`src/rtl/uirq_pkg.sv`:
```
package uirq_pkg;
    localparam int SRC_N   = 11;
    localparam int DATA_W  = 16;
    localparam int MODEM_N = 4;
    localparam int ERR_N   = 4;
    localparam int STICKY_N = MODEM_N + ERR_N;

    localparam int B_RX = 4;
    localparam int B_TX = 5;
    localparam int B_RT = 6;
    localparam int B_ERR_LO = 7;

    typedef enum logic [1:0] {
        REG_MASK   = 2'd0,
        REG_RAW    = 2'd1,
        REG_MASKED = 2'd2,
        REG_CLEAR  = 2'd3
    } reg_sel_e;

    typedef enum logic {
        ST_IDLE = 1'b0,
        ST_RESP = 1'b1
    } acc_state_e;
endpackage

```
`src/rtl/uirq_line_watch.sv`:
```
module uirq_line_watch #(
    parameter int   N         = 4,
    parameter logic IDLE_LEVEL = 1'b1
) (
    input  logic         clk,
    input  logic         rst_n,
    input  logic [N-1:0] line_i,
    output logic [N-1:0] chg_o
);
    for (genvar i = 0; i < N; i++) begin : g_line
        logic s1_q, s2_q, prev_q;

        always_ff @(posedge clk or negedge rst_n) begin
            if (!rst_n) begin
                s1_q   <= IDLE_LEVEL;
                s2_q   <= IDLE_LEVEL;
                prev_q <= IDLE_LEVEL;
            end else begin
                s1_q   <= line_i[i];
                s2_q   <= s1_q;
                prev_q <= s2_q;
            end
        end

        assign chg_o[i] = s2_q ^ prev_q;
    end
endmodule

```
`src/rtl/uirq_sticky.sv`:
```
module uirq_sticky #(
    parameter int N = 8
) (
    input  logic         clk,
    input  logic         rst_n,
    input  logic [N-1:0] set_i,
    input  logic [N-1:0] clr_i,
    output logic [N-1:0] bits_o
);
    for (genvar i = 0; i < N; i++) begin : g_bit
        logic bit_q;

        always_ff @(posedge clk or negedge rst_n) begin
            if (!rst_n)
                bit_q <= 1'b0;
            else if (set_i[i])
                bit_q <= 1'b1;
            else if (clr_i[i])
                bit_q <= 1'b0;
        end

        assign bits_o[i] = bit_q;

        a_r4_set_holds: assert property (@(posedge clk) disable iff (!rst_n)
            set_i[i] |=> bits_o[i]);
        a_r5_clear_works: assert property (@(posedge clk) disable iff (!rst_n)
            (clr_i[i] && !set_i[i]) |=> !bits_o[i]);
        a_r5_sticky: assert property (@(posedge clk) disable iff (!rst_n)
            (bits_o[i] && !clr_i[i]) |=> bits_o[i]);
    end
endmodule

```
`src/rtl/uirq_reg_if.sv`:
```
module uirq_reg_if
    import uirq_pkg::*;
(
    input  logic              clk,
    input  logic              rst_n,
    input  logic              req_i,
    input  logic              we_i,
    input  logic [1:0]        addr_i,
    input  logic [DATA_W-1:0] wdata_i,
    input  logic [SRC_N-1:0]  raw_i,
    output logic [SRC_N-1:0]  mask_o,
    output logic [SRC_N-1:0]  w1c_o,
    output logic [2:0]        dflow_clr_o,
    output logic              rd_valid_o,
    output logic [DATA_W-1:0] rd_data_o
);
    localparam int PAD_W = DATA_W - SRC_N;

    acc_state_e        state_q, state_d;
    reg_sel_e          sel;
    logic              rd_req, wr_req;
    logic [SRC_N-1:0]  mask_q;
    logic [DATA_W-1:0] rd_next, rd_q;
    logic [2:0]        dclr_q;
    logic              unused_hi;

    assign sel       = reg_sel_e'(addr_i);
    assign rd_req    = req_i && !we_i;
    assign wr_req    = req_i && we_i;
    assign unused_hi = ^wdata_i[DATA_W-1:SRC_N];

    always_ff @(posedge clk or negedge rst_n) begin
        if (!rst_n)
            state_q <= ST_IDLE;
        else
            state_q <= state_d;
    end

    always_comb begin
        state_d = state_q;
        unique case (state_q)
            ST_IDLE: if (rd_req) state_d = ST_RESP;
            ST_RESP: state_d = rd_req ? ST_RESP : ST_IDLE;
            default: state_d = ST_IDLE;
        endcase
    end

    always_comb begin
        rd_valid_o = (state_q == ST_RESP);
        rd_data_o  = rd_q;
    end

    always_ff @(posedge clk or negedge rst_n) begin
        if (!rst_n)
            mask_q <= '0;
        else if (wr_req && sel == REG_MASK)
            mask_q <= wdata_i[SRC_N-1:0];
    end

    always_comb begin
        rd_next = '0;
        unique case (sel)
            REG_MASK:   rd_next = {{PAD_W{1'b0}}, mask_q};
            REG_RAW:    rd_next = {{PAD_W{1'b0}}, raw_i};
            REG_MASKED: rd_next = {{PAD_W{1'b0}}, raw_i & mask_q};
            REG_CLEAR:  rd_next = '0;
            default:    rd_next = '0;
        endcase
    end

    always_ff @(posedge clk or negedge rst_n) begin
        if (!rst_n)
            rd_q <= '0;
        else if (rd_req)
            rd_q <= rd_next;
    end

    assign w1c_o = (wr_req && sel == REG_CLEAR) ? wdata_i[SRC_N-1:0] : '0;

    always_ff @(posedge clk or negedge rst_n) begin
        if (!rst_n)
            dclr_q <= '0;
        else
            dclr_q <= w1c_o[B_RT:B_RX];
    end

    assign mask_o      = mask_q;
    assign dflow_clr_o = dclr_q;

    a_r2_mask_load: assert property (@(posedge clk) disable iff (!rst_n)
        (wr_req && sel == REG_MASK) |=> (mask_o == $past(wdata_i[SRC_N-1:0])));
    a_r11_read_resp: assert property (@(posedge clk) disable iff (!rst_n)
        rd_req |=> rd_valid_o);
    a_r2_hi_zero: assert property (@(posedge clk) disable iff (!rst_n)
        rd_valid_o |-> (rd_data_o[DATA_W-1:SRC_N] == '0));
    a_r7_clr_pulse: assert property (@(posedge clk) disable iff (!rst_n)
        !(wr_req && sel == REG_CLEAR) |=> (dflow_clr_o == 3'b000));
endmodule

```
`src/rtl/uirq_top.sv`:
```
module uirq_top
    import uirq_pkg::*;
(
    input  logic              clk,
    input  logic              rst_n,
    input  logic              req,
    input  logic              we,
    input  logic [1:0]        addr,
    input  logic [DATA_W-1:0] wdata,
    output logic              rd_valid,
    output logic [DATA_W-1:0] rd_data,
    input  logic              ri_n,
    input  logic              cts_n,
    input  logic              dcd_n,
    input  logic              dsr_n,
    input  logic              fe_pulse,
    input  logic              pe_pulse,
    input  logic              be_pulse,
    input  logic              oe_pulse,
    input  logic              rx_lvl,
    input  logic              tx_lvl,
    input  logic              rt_lvl,
    output logic              rx_clr,
    output logic              tx_clr,
    output logic              rt_clr,
    output logic              irq_rx,
    output logic              irq_tx,
    output logic              irq_rt,
    output logic              irq_ms,
    output logic              irq_err,
    output logic              irq_any
);
    logic [MODEM_N-1:0]  modem_chg;
    logic [STICKY_N-1:0] st_set, st_clr, st_bits;
    logic [SRC_N-1:0]    raw, mask, w1c, masked;
    logic [2:0]          dclr;

    uirq_line_watch #(.N(MODEM_N), .IDLE_LEVEL(1'b1)) u_watch (
        .clk    (clk),
        .rst_n  (rst_n),
        .line_i ({dsr_n, dcd_n, cts_n, ri_n}),
        .chg_o  (modem_chg)
    );

    assign st_set = {oe_pulse, be_pulse, pe_pulse, fe_pulse, modem_chg};
    assign st_clr = {w1c[SRC_N-1:B_ERR_LO], w1c[MODEM_N-1:0]};

    uirq_sticky #(.N(STICKY_N)) u_sticky (
        .clk    (clk),
        .rst_n  (rst_n),
        .set_i  (st_set),
        .clr_i  (st_clr),
        .bits_o (st_bits)
    );

    assign raw = {st_bits[STICKY_N-1:MODEM_N], rt_lvl, tx_lvl, rx_lvl,
                  st_bits[MODEM_N-1:0]};

    uirq_reg_if u_regs (
        .clk         (clk),
        .rst_n       (rst_n),
        .req_i       (req),
        .we_i        (we),
        .addr_i      (addr),
        .wdata_i     (wdata),
        .raw_i       (raw),
        .mask_o      (mask),
        .w1c_o       (w1c),
        .dflow_clr_o (dclr),
        .rd_valid_o  (rd_valid),
        .rd_data_o   (rd_data)
    );

    assign masked  = raw & mask;
    assign irq_rx  = masked[B_RX];
    assign irq_tx  = masked[B_TX];
    assign irq_rt  = masked[B_RT];
    assign irq_ms  = |masked[MODEM_N-1:0];
    assign irq_err = |masked[SRC_N-1:B_ERR_LO];
    assign irq_any = irq_rx | irq_tx | irq_rt | irq_ms | irq_err;

    assign rx_clr = dclr[0];
    assign tx_clr = dclr[1];
    assign rt_clr = dclr[2];

    a_r10_quiet_when_masked: assert property (@(posedge clk) disable iff (!rst_n)
        (mask == '0) |-> !irq_any);
    a_r9_err_needs_event: assert property (@(posedge clk) disable iff (!rst_n)
        $rose(irq_err) |-> ($past(st_set[STICKY_N-1:MODEM_N]) != '0 || $past(mask) != mask));
endmodule

```
`config.mk`:
```
export PLATFORM = sky130hd
export DESIGN_NAME = uirq_top
export DESIGN_NICKNAME = d
export VERILOG_FILES = /design/src/rtl/uirq_pkg.sv /design/src/rtl/uirq_line_watch.sv /design/src/rtl/uirq_sticky.sv /design/src/rtl/uirq_reg_if.sv /design/src/rtl/uirq_top.sv
export SDC_FILE = /design/constraint.sdc
export NUM_CORES = 1
export LEC_CHECK = 0
export BUFFER_PORTS_ARGS = -buffer_cell sky130_fd_sc_hd__buf_2
export CAP_MARGIN = 20
export CORE_UTILIZATION = 40
export CTS_CLUSTER_DIAMETER = 200
export DETAILED_ROUTE_END_ITERATION = 12
export PLACE_DENSITY = 0.65
export SLEW_MARGIN = 10
export SYNTH_ARGS = -nofsm -noshare
export SYNTH_HDL_FRONTEND = slang
export SYNTH_SLANG_ARGS = --single-unit
```
`constraint.sdc`:
```
create_clock -name clk -period 1.1 [get_ports clk]
set_input_delay 0 -clock clk [delete_from_list [all_inputs] [get_ports clk]]
set_output_delay 0 -clock clk [all_outputs]
set_load 0.02 [all_outputs]
```
==> results of run 1 <==
power breakdown:
group | internal, mW | leakage (nW) | switching, mW | total [mW]
Sequential | 1.89 | 0.510 | 0.109 | 2.00
Clock | 0.447 | 0.0441 | 0.569 | 1.02
Combinational | 0.614 | 0.782 | 0.500 | 1.11
cell families (layout without fill, tap and decap cells):
kind of cell / after synthesis / after routing / synth area share [%]
DFF: 46 / 46 / 58.47
buffers and inverters: 16 / 114 / 6.336
muxes: 22 / 22 / 13.61
xor gates and xnor gates: 4 / 4 / 1.756
AOI/OAI and AO/OA: 30 / 30 / 11.98
and+or+nand+nor: 30 / 30 / 7.654
other: 1 / 5 / 0.1880
metal layers:
metal  track usage (%)  vias to the layer above  part of all wire [%]
li1                  -                      718                     -
met1             21.85                      725                    44
met2             29.18                       43                    50
met3             3.867                        5                   5.1
met4             6.536                        0                   1.0
met5                 0                        -                     0
placed cells by master (no fill, tap or decap), types with 2 or more instances in the layout:
master | synthesis | layout
nand2_1 | 20 | 12
dfrtp_1 | 34 | 34
mux2_4 | 10 | 10
mux2i_1 | 11 | 11
o21a_1 | 11 | 11
buf_4 | 5 | 29
inv_1 | 3 | 3
nand4_1 | 2 | 2
dfstp_2 | 12 | 12
o221ai_1 | 11 | 11
buf_6 | 2 | 7
nand2_2 | 0 | 8
dlygate4sd3_1 | 0 | 20
conb_1 | 1 | 5
a21o_1 | 8 | 8
xor2_1 | 4 | 4
buf_2 | 4 | 44
clkbuf_8 | 0 | 5
and2_1 | 3 | 3
buf_12 | 1 | 3
stage by stage:
stage	power, mW	setup WS [ps]	util (%)	setup TNS, ps
floorplan	2.556	-88.74	-	-88.74
global placement	2.976	-8.099	51.97	-8.099
detailed placement	3.002	-35.36	51.97	-35.36
CTS	4.111	-349.9	58.71	-375.5
global route	4.364	-379.4	60.37	-999.7
finish	4.133	-324.9	60.37	-520.3
what timing repair did:
action / 4_1_cts / 5_1_grt
endpoints found under the setup margin: 3 / 9
hold buffers: 20 / 0
pin swaps: 4 / 9
gates resized for setup: 5 / 14
hold endpoints to repair: 72 / 0
setup buffers: 2 / 6
worst max-delay path, stage by stage, from the launching register on:
cell,delay [ps]
dfrtp_1,400
nand2_2,80
nand4_1,130
or3_4,380
buf_6,140
sequential cells by signal, summed over array words and instances, names as in the netlist:
| register | flops |
|---|---|
| u_regs.mask_o | 11 |
| u_regs.rd_data_o | 11 |
| u_sticky.g_bit.bit_q | 8 |
| u_watch.g_line.prev_q | 4 |
| u_watch.g_line.s1_q | 4 |
| u_watch.g_line.s2_q | 4 |
| u_regs.dflow_clr_o | 3 |
| u_regs.rd_valid_o | 1 |
worst max-delay path by stage:
stage | cells past startpoint | endpoint
after global placement | 4 | irq_any
after CTS | 4 | irq_any
final | 4 | irq_any
after floorplan | 3 | irq_any
after detailed placement | 4 | irq_any
after global routing | 4 | irq_any
area by class of cell:
| cell class | count | area [sq um] |
|---|---|---|
| timing repair buffer | 103 | 777.0 |
| clock inverter | 3 | 21.27 |
| inverter | 3 | 11.26 |
| tap | 67 | 83.83 |
| clock buffer | 5 | 68.82 |
| fill | 426 | 1884 |
| multi-input combinational | 91 | 742.0 |
| sequential | 46 | 1166 |
==> run_results.csv, run 1 <==
group,metric,value,unit
floorplan,core_area,4755,sq um
grt,antenna_found_initial,0,
floorplan,die_x,72.61,um
yosys,synth.most_common_cell,"dfrtp_1",
final_layout,area_delta_synth_final,43.91,%
min_path,hp-start,"tx_lvl",
routing,vias_per_cell,4.689,
grt,groute.usage.overall,17.32,%
outcome,violations,"setup timing",
routing,totalWireLength,4147,um
routing,first_pass_iters,4,
yosys,yosysUniqueCellTypes,24,
yosys,seq_area_frac_synth,58.47,%
sta,setup_violations,6,
routing,wl_per_cell,13.04,um
setup_path,startpoint,"u_regs.mask_o[0]$_DFFE_PN0P_",
placement,placed_cells,283,
yosys,ys_ff_latch,46,
yosys,yosysTopAreaCellShare,42.66,%
min_path,worstHoldEndpoint,"u_regs.rd_data_o[5]$_DFFE_PN0P_",
sta,hold_ws,138.9,ps
sta,fin_ws,-324.9,ps
setup_path,critPathKind,"flip-flop to primary output",
routing,ant_nets,0,
yosys,synth_cells,149,
sta,layout_min_cycle_time,1425,ps
yosys,ys.flop_type,"dfrtp_1",
final_layout,drive_gt1_share,49.40,%
clocking,cts.sinks,46,
final_layout,fin_nets,283,
min_path,worst_hold_path_type,"input pin to flip-flop",
final_layout,fin_cells,318,
grt,grt_pass1_vias,1473,
setup_path,arrival,1420,ps
clocking,cts_tree,"built",
floorplan,dieArea,5272,sq um
outcome,outcome,"finished with violations",
floorplan,row_count,25,
yosys,async_flop_share,100.0,%
routing,drt-initial-drc-count,52,
clocking,htree_levels,2,
yosys,yosysWarnings,0,
clocking,clk_pin_slew,90,ps
min_path,holdPathStages,4,
setup_path,worstReg2RegStart,"u_sticky.g_bit[0].bit_q$_DFFE_PN0P_",
power,p_per_area,1440,nW/um^2
grt,grt_max_degree,47,
final_layout,diodes,0,
grt,grt_pass1_wl,6837,um
placement,place_hpwl,2773,um
power,ir_drop,0.7395,mV
setup_path,crit_fanout,2,
placement,portBuffers,48,
yosys,synth_edf_count,0,
floorplan,start_util,41.95,%
placement,postPlaceCellArea,2471,sq um
sta,period_share,129.5,%
clocking,cts_buffers,5,
sta,fmax,701.8,MHz
setup_path,reg2reg_depth,5,
yosys,syn_area_per_cell,13.39,sq um
final_layout,fin_area,2870,sq um
clocking,cts_root_buffer,"clkbuf_8",
placement,gp_congestion,0.7612,
yosys,netlist_top_cells_count,"dfrtp_1 (34), nand2_1 (20), dfstp_2 (12)",
floorplan,dieHeight,72.61,um
clocking,cts_buffer_depth,2,
sta,grt_setup_unrepaired,"yes",
yosys,synth_top_area_cell,"dfrtp_1",
routing,vias,1491,
routing,drcViolationCount,0,
setup_path,reg2reg_slack,-40,ps
setup_path,critPathLaunchType,"flip-flop",
job,drv_cap,0,
sta,fin_skew,5.233,ps
clocking,clk_latency,300,ps
sta,slew_violations,0,
yosys,synth_area_leaders,"dfrtp_1 (43%), dfstp_2 (16%), mux2_4 (7.5%)",
power,leakage,1.336,nW
floorplan,ios,59,
sta,hold_viol,0,
grt,grt_overflow_total,0,
setup_path,r2r-end,"u_regs.rd_data_o[0]$_DFFE_PN0P_",
yosys,synth_area,1994,sq um
setup_path,cp.required,1100,ps
setup_path,end_kind,"primary output",
No activity file was read; power rests on OpenSTA's default activity.
==> run 2, diff against run 1 <==
CORE_UTILIZATION = 30   (was 40)
PLACE_DENSITY = 0.52   (was 0.65)
==> run_results.csv, run 2 (synthesis results as in run 1) <==
group,metric,value,unit
routing,drt-initial-drc-count,41,
final_layout,drive_gt1_share,51.37,%
clocking,cts_buffers,5,
grt,antenna_found_initial,0,
power,leakage,1.374,nW
grt,grt_pass1_wl,7417,um
grt,groute.usage.overall,13.38,%
routing,vias_per_cell,4.542,
sta,period_share,130.5,%
placement,gp_congestion,0.7038,
setup_path,end_kind,"primary output",
clocking,clk_latency,290,ps
outcome,violations,"setup timing",
final_layout,diodes,0,
floorplan,ios,59,
setup_path,max_stage_delay,400,ps
setup_path,worst_path_max_delay_cell,"dfrtp_1",
placement,place_hpwl,2938,um
final_layout,fillers,614,
final_layout,final_common_cell,"buf_2",
floorplan,dieArea,6978,sq um
placement,portBuffers,48,
clocking,clk_pin_slew,80,ps
sta,hold_ws,167.6,ps
routing,drcViolationCount,0,
sta,grt_setup_unrepaired,"yes",
setup_path,critPathKind,"flip-flop to primary output",
floorplan,dieHeight,83.54,um
sta,layout_min_cycle_time,1436,ps
final_layout,regArea,1166,sq um
outcome,outcome,"finished with violations",
routing,wl_per_cell,13.41,um
sta,fin_skew,8.357,ps
routing,vias,1508,
floorplan,row_count,29,
job,drv_cap,0,
power,p_per_area,1504,nW/um^2
routing,first_pass_iters,4,
min_path,worst_hold_path_type,"input pin to flip-flop",
setup_path,cp.required,1100,ps
setup_path,path_buf_inv,1,
routing,ant_nets,0,
floorplan,die_x,83.54,um
final_layout,fin_nets,287,
grt,grt_pass1_vias,1579,
clocking,htree_levels,2,
clocking,cts_tree,"built",
setup_path,critPathLaunchType,"flip-flop",
final_layout,multiInputGateArea,754.5,sq um
grt,grt_max_degree,34,
floorplan,core_area,6386,sq um
clocking,cts_root_buffer,"clkbuf_8",
sta,setup_violations,5,
sta,setup_tns,-688.1,ps
setup_path,arrival,1440,ps
final_layout,final_cell_mix,"buf_2 (44), dfrtp_1 (34), buf_4 (28), dlygate4sd3_1 (20), buf_6 (13)",
sta,hold_viol,0,
setup_path,critPathTopFamily,"simple AND/OR/NAND/NOR gates",
clocking,cts.sinks,46,
setup_path,crit_fanout,2,
sta,fin_ws,-335.7,ps
clocking,cts_buffer_depth,2,
floorplan,start_util,31.23,%
final_layout,area_delta_synth_final,48.12,%
routing,totalWireLength,4453,um
setup_path,crit_chain,"nand2_2 > nand4_1 > or3_4 > buf_6",
power,ir_drop,0.8020,mV
sta,slew_violations,0,
sta,fmax,696.5,MHz
grt,grt_overflow_total,0,
[run 2: path summary, 6_finish.rpt]
path	start	to	slack, ps	cells past startpoint
max	u_regs.mask_o[0]$_DFFE_PN0P_	irq_any	-340	4
min	rx_lvl	u_regs.rd_data_o[4]$_DFFE_PN0P_	170	4
max reg2reg	u_regs.mask_o[1]$_DFFE_PN0P_	u_regs.rd_data_o[1]$_DFFE_PN0P_	-120	7
min reg2reg	u_watch.g_line[3].s1_q$_DFF_PN1_	u_watch.g_line[3].s2_q$_DFF_PN1_	350	0
max in group asynchronous	rst_n	u_watch.g_line[3].s1_q$_DFF_PN1_	470	3
min in group asynchronous	rst_n	u_sticky.g_bit[6].bit_q$_DFFE_PN0P_	180	3
[run 2: power breakdown]
group | switching (mW) | leakage (nW) | internal, mW | total [mW]
clock network | 0.560 | 0.0579 | 0.669 | 1.23
logic | 0.522 | 0.806 | 0.685 | 1.21
registers | 0.113 | 0.510 | 1.89 | 2.01
total | 1.19 | 1.37 | 3.25 | 4.44
[run 2: cell type report]
cell class | instances | area share [%]
flip-flops and latches | 46 | 39.47
well taps | 77 | 3.261
clock inverters | 3 | 1.355
inverters | 3 | 0.3812
repair buffers | 107 | 27.66
multi-input cells | 91 | 25.54
clock buffers | 5 | 2.330
[run 2: worst min-delay path, delay by kind of cell]
kind | cells | cell delay [ps]
buffers and inverters | 1 | 90
muxes | 1 | 60
AOI/OAI and AO/OA | 2 | 280
[run 2: what timing repair did]
action | CTS | global route
setup buffers | 12 | 7
hold endpoints to repair | 58 | 0
gates cloned | 0 | 0
hold buffers | 20 | 0
gates resized for setup | 11 | 18
setup endpoints to repair | 3 | 9
pin swaps | 6 | 9
[run 2: layer usage]
layer / up-vias / share of wire, % / track usage [%]
met4: 0 / 0.47 / 2.773
met2: 42 / 48 / 21.98
met5: - / 0 / 0
met1: 738 / 47 / 17.96
li1: 724 / - / -
met3: 4 / 4.3 / 3.462
[run 2: through the flow]
step | cell area, sq um | worst slack, ps | util (%) | instances | power [mW]
floorplan | 2014 | -88.74 | - | 153 | 2.556
global placement | 2464 | -22.00 | 38.58 | 292 | 2.961
detailed placement | 2464 | -51.95 | 38.58 | 292 | 2.979
CTS | 2892 | -355.3 | 45.28 | 331 | 4.406
global route | 2954 | -386.2 | 46.26 | 332 | 4.682
finish | 2954 | -335.7 | 46.26 | 332 | 4.443
